**config.mk**
```make
export PLATFORM = sky130hd
export DESIGN_NAME = opnd_bypass_ctrl
export DESIGN_NICKNAME = d
export VERILOG_FILES = /design/src/rtl/bypass_pkg.sv /design/src/rtl/byp_stage_track.sv /design/src/rtl/byp_src_match.sv /design/src/rtl/byp_interlock.sv /design/src/rtl/byp_sel_reg.sv /design/src/rtl/opnd_bypass_ctrl.sv
export SDC_FILE = /design/constraint.sdc
export NUM_CORES = 1
export LEC_CHECK = 0
export BUFFER_PORTS_ARGS = -buffer_cell sky130_fd_sc_hd__buf_4
export CORE_MARGIN = 2
export CORE_UTILIZATION = 40
export CTS_BUF_LIST = sky130_fd_sc_hd__clkbuf_2
export CTS_CLUSTER_SIZE = 25
export DETAILED_ROUTE_END_ITERATION = 6
export PLACE_DENSITY = 0.67
export SETUP_SLACK_MARGIN = 0.4
export SYNTH_ARGS = -nofsm -noshare
export SYNTH_HDL_FRONTEND = slang
export SYNTH_SLANG_ARGS = --single-unit
export TNS_END_PERCENT = 1
```
**constraint.sdc**
```tcl
create_clock -name clk -period 1.9 [get_ports clk]
set_clock_uncertainty 0.1 [all_clocks]
set_input_delay 0.095 -clock clk [delete_from_list [all_inputs] [get_ports clk]]
set_output_delay 0.095 -clock clk [all_outputs]
set_load 0.02 [all_outputs]
```
**src/rtl/bypass_pkg.sv**
```systemverilog
package bypass_pkg;

  typedef enum logic [1:0] {
    BYP_REGFILE = 2'd0,
    BYP_EXMEM   = 2'd1,
    BYP_MEMOUT  = 2'd2
  } byp_sel_e;

  // Nearer producer first, then the older one, else the register file.
  function automatic byp_sel_e pick_bypass(input logic hit_near, input logic hit_far);
    if (hit_near)     return BYP_EXMEM;
    else if (hit_far) return BYP_MEMOUT;
    else              return BYP_REGFILE;
  endfunction

  // A load in the stage just ahead that feeds this operand cannot be bypassed in time.
  function automatic logic load_too_early(input logic hit_near, input logic near_is_load);
    return hit_near && near_is_load;
  endfunction

endpackage

```
**src/rtl/byp_stage_track.sv**
```systemverilog
module byp_stage_track #(
  parameter int unsigned REG_W = 5
) (
  input  logic             clk,
  input  logic             rst_n,
  input  logic             insert_bubble,
  input  logic [REG_W-1:0] dec_dst,
  input  logic             dec_we,
  input  logic             dec_ld,
  output logic [REG_W-1:0] ex_dst,
  output logic             ex_we,
  output logic             ex_ld,
  output logic [REG_W-1:0] mem_dst,
  output logic             mem_we
);

  always_ff @(posedge clk or negedge rst_n) begin
    if (!rst_n) begin
      ex_dst  <= '0;
      ex_we   <= 1'b0;
      ex_ld   <= 1'b0;
      mem_dst <= '0;
      mem_we  <= 1'b0;
    end else begin
      mem_dst <= ex_dst;
      mem_we  <= ex_we;
      if (insert_bubble) begin
        ex_dst <= '0;
        ex_we  <= 1'b0;
        ex_ld  <= 1'b0;
      end else begin
        ex_dst <= dec_dst;
        ex_we  <= dec_we;
        ex_ld  <= dec_ld && dec_we;
      end
    end
  end

endmodule

```
**src/rtl/byp_src_match.sv**
```systemverilog
module byp_src_match
  import bypass_pkg::*;
#(
  parameter int unsigned REG_W = 5
) (
  input  logic [REG_W-1:0] src,
  input  logic             src_use,
  input  logic [REG_W-1:0] ex_dst,
  input  logic             ex_we,
  input  logic             ex_ld,
  input  logic [REG_W-1:0] mem_dst,
  input  logic             mem_we,
  output logic             hit_near,
  output logic             hit_far,
  output logic             ld_hazard,
  output logic [1:0]       sel
);

  always_comb begin
    hit_near  = src_use && ex_we  && (ex_dst  == src);
    hit_far   = src_use && mem_we && (mem_dst == src);
    ld_hazard = load_too_early(hit_near, ex_ld);
    sel       = pick_bypass(hit_near, hit_far);
  end

endmodule

```
**src/rtl/byp_interlock.sv**
```systemverilog
module byp_interlock #(
  parameter int unsigned NSRC = 3
) (
  input  logic [NSRC-1:0] ld_hazard,
  output logic            hold
);

  assign hold = |ld_hazard;

endmodule

```
**src/rtl/byp_sel_reg.sv**
```systemverilog
module byp_sel_reg #(
  parameter int unsigned NSRC = 3
) (
  input  logic                 clk,
  input  logic                 rst_n,
  input  logic                 hold,
  input  logic [NSRC-1:0][1:0] sel_next,
  output logic [NSRC-1:0][1:0] sel_q,
  output logic                 bubble_q
);

  always_ff @(posedge clk or negedge rst_n) begin
    if (!rst_n) begin
      sel_q    <= '0;
      bubble_q <= 1'b0;
    end else if (hold) begin
      sel_q    <= '0;
      bubble_q <= 1'b1;
    end else begin
      sel_q    <= sel_next;
      bubble_q <= 1'b0;
    end
  end

endmodule

```
**src/rtl/opnd_bypass_ctrl.sv**
```systemverilog
module opnd_bypass_ctrl #(
  parameter int unsigned NSRC  = 3,
  parameter int unsigned REG_W = 5
) (
  input  logic                      clk,
  input  logic                      rst_n,
  input  logic [NSRC-1:0][REG_W-1:0] dec_src_i,
  input  logic [NSRC-1:0]           dec_src_use_i,
  input  logic [REG_W-1:0]          dec_dst_i,
  input  logic                      dec_we_i,
  input  logic                      dec_ld_i,
  output logic                      hold_o,
  output logic                      ex_bubble_o,
  output logic [NSRC-1:0][1:0]      fwd_sel_o
);

  logic [REG_W-1:0]     ex_dst, mem_dst;
  logic                 ex_we, ex_ld, mem_we;
  logic [NSRC-1:0]      hit_near, hit_far, ld_hazard;
  logic [NSRC-1:0][1:0] sel_next;
  logic                 ex_is_load;
  logic [NSRC-1:0]      slot_memout;
  logic                 sel_memout_any;

  byp_stage_track #(.REG_W(REG_W)) u_track (
    .clk(clk), .rst_n(rst_n), .insert_bubble(hold_o),
    .dec_dst(dec_dst_i), .dec_we(dec_we_i), .dec_ld(dec_ld_i),
    .ex_dst(ex_dst), .ex_we(ex_we), .ex_ld(ex_ld),
    .mem_dst(mem_dst), .mem_we(mem_we)
  );

  for (genvar i = 0; i < NSRC; i++) begin : g_src
    byp_src_match #(.REG_W(REG_W)) u_match (
      .src(dec_src_i[i]), .src_use(dec_src_use_i[i]),
      .ex_dst(ex_dst), .ex_we(ex_we), .ex_ld(ex_ld),
      .mem_dst(mem_dst), .mem_we(mem_we),
      .hit_near(hit_near[i]), .hit_far(hit_far[i]),
      .ld_hazard(ld_hazard[i]), .sel(sel_next[i])
    );
    assign slot_memout[i] = (fwd_sel_o[i] == 2'd2);
  end

  byp_interlock #(.NSRC(NSRC)) u_lock (
    .ld_hazard(ld_hazard), .hold(hold_o)
  );

  byp_sel_reg #(.NSRC(NSRC)) u_selq (
    .clk(clk), .rst_n(rst_n), .hold(hold_o), .sel_next(sel_next),
    .sel_q(fwd_sel_o), .bubble_q(ex_bubble_o)
  );

  // Named events for the checker
  assign ex_is_load     = ex_we && ex_ld;
  assign sel_memout_any = |slot_memout;

endmodule

```
# Word-level counts from Yosys, hierarchy flattened
# Index checks and enable logic that the tools add are counted.
# word_totals
mem_count	0
mem_bits_rw	0
out_inout_bits	8
romBits	0
latchBits	0
ff_bits	20
# op_classes
shift	0
n_mux	11
add_sub_neg	0
n_mul	0
div	0
order_cmp	0
n_eq_ne	6
n_reduce_logical	17
bitwise	0
# op_table
operator	count
$eq A5 B5 Y1	6
$logic_and A1 B1 Y1	16
$mux W2	6
$mux W6	1
$mux W5	1
$mux W1	3
$reduce_or A3 Y1	1

# Longest topological paths before layout
# depth
depth_word	5
mapped_depth	5
ltp_nobuf	5

# Hierarchy
# Synthesis repeated with hierarchy kept, for this count alone.
# unflattened
hier_cells	91
hier_area_um2	1023.5
# by_module_without_submodules
module	n_inst	cells_per_inst	area_per_inst_um2
byp_src_match	3	19	138.9
byp_stage_track	1	20	387.9
byp_sel_reg	1	13	212.7
byp_interlock	1	1	6.3

# Worst setup path before layout
# No wires, ideal clock.
# synth_timing
path_type	register to register
start	register u_track.ex_dst[3]
end	register u_selq.sel_q[1] in the netlist's numbering
n_path_buf	0
t_arrival_ns	1.561
synth_period_minus_slack_ns	1.801
setup_time_ns	0.140
stages_incl_launch_ff	6
slack_ns	0.099
path_cell_list	dfrtp_1 xor2_1 nor4_1 nand4_1 a31oi_4 nor3b_1
# synth_between
elab_chain_cells	5
# synth_rtl
item	line_no	text
start: declaration	byp_stage_track.sv:10	output logic [REG_W-1:0] ex_dst,
start signal: assignment	byp_stage_track.sv:32	ex_dst <= dec_dst;
$eq A5 B5 Y1	byp_src_match.sv:20	hit_near = src_use && ex_we && (ex_dst == src);
$logic_and A1 B1 Y1	byp_src_match.sv:20	
$logic_and A1 B1 Y1	bypass_pkg.sv:18	return hit_near && near_is_load;
$reduce_or A3 Y1 *	byp_interlock.sv:8	assign hold = |ld_hazard;
net hold_o	opnd_bypass_ctrl.sv:12	output logic hold_o,
$mux W6 *	byp_sel_reg.sv:16	end else if (hold) begin
end signal: assignment	byp_sel_reg.sv:20	sel_q <= sel_next;
end: declaration	byp_sel_reg.sv:8	output logic [NSRC-1:0][1:0] sel_q,
# The timed path passes the listed nets; every way through them passes the cells marked *.

# Worst setup path after layout
# layout_timing
start	register u_track.ex_dst[3]
end	output hold_o
# layout_between
elab_chain_cells	4
# layout_rtl
item	line_no
$eq A5 B5 Y1	byp_src_match.sv:20
$logic_and A1 B1 Y1	byp_src_match.sv:20
$logic_and A1 B1 Y1	bypass_pkg.sv:18
$reduce_or A3 Y1 *	byp_interlock.sv:8
end: declaration	opnd_bypass_ctrl.sv:12
# Every way passes the cells marked *; elsewhere a longest branch is shown, timed or not.

==> out/qor.yml <==
status:
  status: "complete, but fails checks"
  violations: "setup timing"
synthesis:
  synth_fp_nets: 106
  muxShareOfSynthArea_pct: 0
  synth_common_cells: "dfrtp_1 (20), xor2_1 (20), xnor2_1 (10)"
  async_flop_share_pct: 100.0
  synth-seq-cells: 20
  avgSynthCellArea_um2: 11.99
  synth_top_family_by_area: "XOR/XNOR gates"
  ys_seq_area_share_pct: 52.84
  synth-simple-area-share_pct: 16.25
  synth_cell_types: 14
  yosysWarnings: 0
  synth_top_cell_area_share_pct: 52.84
  synth_ff_type: "dfrtp_1"
  synth.area.top_cells: "dfrtp_1 (53%), xor2_1 (18%), xnor2_1 (9.2%), nand4_1 (4.0%), nor2b_1 (4.0%)"
  synth_compound_area_share_pct: 2.774
  synthXorXnorAreaFrac_pct: 27.74
  synth-adder-area-share_pct: 0
  synth_top_area_cell: "dfrtp_1"
  synth_edf_count: 0
  synthCells: 79
  syn-cell-area_um2: 947.2
global_routing:
  overflow: 0
  top_usage_layer: "met2"
  grt_pass1_vias: 804
  grt_max_degree: 21
  grt_pass1_wl_um: 3553
  grt_use_total_pct: 18.17
  gr-usage-met1_pct: 21.60
  grtUsageMet2_pct: 33.75
  met3_usage_pct: 3.143
  antenna_found_initial: 0
clock_tree:
  cts_tree: "built"
  clock_sinks: 20
  numCtsBuffers: 3
  h-tree-depth: 1
  cts-root-buf: "clkbuf_2"
  clockBufferDepth: 2
  path_clk_slew_ns: 0.19
  clk_latency_ns: 0.30
critical_path:
  r2r-end: "u_track.ex_dst[0]$_DFF_PN0_"
  crit_fanout: 3
  worstPathRequired_ns: 1.70
  r2r_slack_ns: -0.01
  end_kind: "output port"
  crit_type: "register to output port"
  reg2reg_from: "u_track.ex_dst[3]$_DFF_PN0_"
  critPathArrivalTime_ns: 1.89
  critPathLaunchType: "register"
  reg2regPathDepth: 6
timing:
  period_needed_ns: 2.083
  worst_slack_ns: -0.1826
  slew_headroom_pct: 76.72
  grt_setup_unrepaired: "yes"
  max_freq_ghz: 0.4802
  hold-worst-slack_ns: 0.02465
  setup_viol: 2
  post-route-period-util_pct: 109.6
  slew_violations: 0
  tightestPinTransition_ns: 0.3460
  hold_viol: 0
route:
  vias: 773
  dr.pass1.iters: 4
  postRouteAntennaNets: 0
  route.detailed.drc: 0
  finalWirelength_um: 2352
  viasPerCell: 4.713
  drt_iter0_drc: 11
  wl_per_cell_um: 14.34
floorplan:
  start_util_pct: 42.41
  boundaryPins: 35
  core_area_um2: 2233
  die_area_um2: 2773
  rows: 17
  die_y_um: 52.66
  die_x_um: 52.66
job:
  drv_cap: 0
power_and_ir_drop:
  vdd_drop_max_uv: 659.5
  p_total_mw: 0.9445
  leakage_nw: 0.6870
  p_per_area_nw_per_um2: 625.4
layout:
  multi_input_area_um2: 488.0
  antenna_cells: 0
  seq_area_um2: 503.0
  drive_above_1_share_pct: 39.71
  fillCellCount: 175
  final_util_pct: 67.62
  layout.nets: 164
  layout.cells.non_filler: 164
  area_delta_synth_final_pct: 59.45
place:
  place.gp.congestion: 0.8420
  io_buffers: 34
  place_ws_ns: -0.07006
  place_inst: 144
  hpwl_um: 1556
worst_hold_path:
  hold_path_class: "primary input to register"
  hold_end: "u_selq.sel_q[1]$_DFF_PN0_"
  min_from: "dec_src_i[4]"
  hold_path_depth: 4
## critical path: stages (launching register included)
cell and delay, ns:
dfrtp_2 0.49, xor2_2 0.16, nor4_2 0.30, nand4_1 0.22, a31oi_4 0.27, buf_6 0.14
## cells by family (layout without fill, tap and decap cells)
kind of cell / after synthesis / in the layout
compound gates: 2 / 2
xor+xnor: 30 / 30
buf+inv: 1 / 58
flops: 20 / 20
simple gates: 26 / 26
## sequential cells by signal (all words and copies together) (netlist names)
| name | count |
|---|---|
| u_track.mem_dst | 5 |
| u_track.ex_we | 1 |
| u_track.mem_we | 1 |
| u_track.ex_dst | 5 |
| u_selq.sel_q | 6 |
| u_track.ex_ld | 1 |
| u_selq.bubble_q | 1 |
## cells in the final DEF (no fill, tap or decap), drive strengths merged
cell type	count
a21oi	1
a31oi	1
buf	41
bufinv	1
clkbuf	3
dfrtp	20
dlygate4sd3	12
inv	1
nand2	1
nand3	1
nand4	6
nor2	4
nor2b	6
nor3b	2
nor4	5
nor4b	1
xnor2	10
xor2	20
## through the flow
stage,instance area (um2),TNS [ns]
after floorplan,947.2,0
after global placement,1260,-0.002851
after detailed placement,1260,-0.1115
after CTS,1488,-0.1634
after global routing,1510,-0.4245
final,1510,-0.1971
## final cells by class
cell class	instances	share of cell area, %
inverters	1	0.2485
well taps	28	2.320
clock inverters	1	1.988
clock buffers	3	0.9942
multi-input cells	58	32.31
repair buffers	53	28.83
flip-flops and latches	20	33.31
## routing by layer
metal,up-vias,wire length (um)
met5,-,0
met4,0,11
met3,2,102
met2,22,1235
met1,367,1003
li1,382,-
## power breakdown
group          switching (mW)  leakage (nW)  internal, mW
combinational          0.0725         0.412        0.0987
sequential             0.0203         0.249         0.443
clock                   0.129        0.0266         0.182
## how the worst max path moves through the flow
stage | startpoint | endpoint | slack [ns] | cells after the start
3_3_place_gp | u_track.ex_dst[0]$_DFF_PN0_ | hold_o | -0.003 | 5
4_1_cts | u_track.ex_dst[2]$_DFF_PN0_ | hold_o | -0.16 | 5
6_report | u_track.ex_dst[3]$_DFF_PN0_ | hold_o | -0.18 | 5
3_5_place_dp | u_track.ex_dst[3]$_DFF_PN0_ | hold_o | -0.07 | 5
5_1_grt | u_track.ex_dst[3]$_DFF_PN0_ | hold_o | -0.23 | 5
2_1_floorplan | u_track.ex_dst[3]$_DFF_PN0_ | u_selq.sel_q[1]$_DFF_PN0_ | 0.13 | 5
## timing repair
item	CTS	global route
buffers inserted	3	1
hold buffers	12	0
pin swaps	9	7
gates resized for setup	7	5
endpoints found under the hold margin	30	0
setup endpoints to repair	15	15
Power figures use the tool's default switching activity.
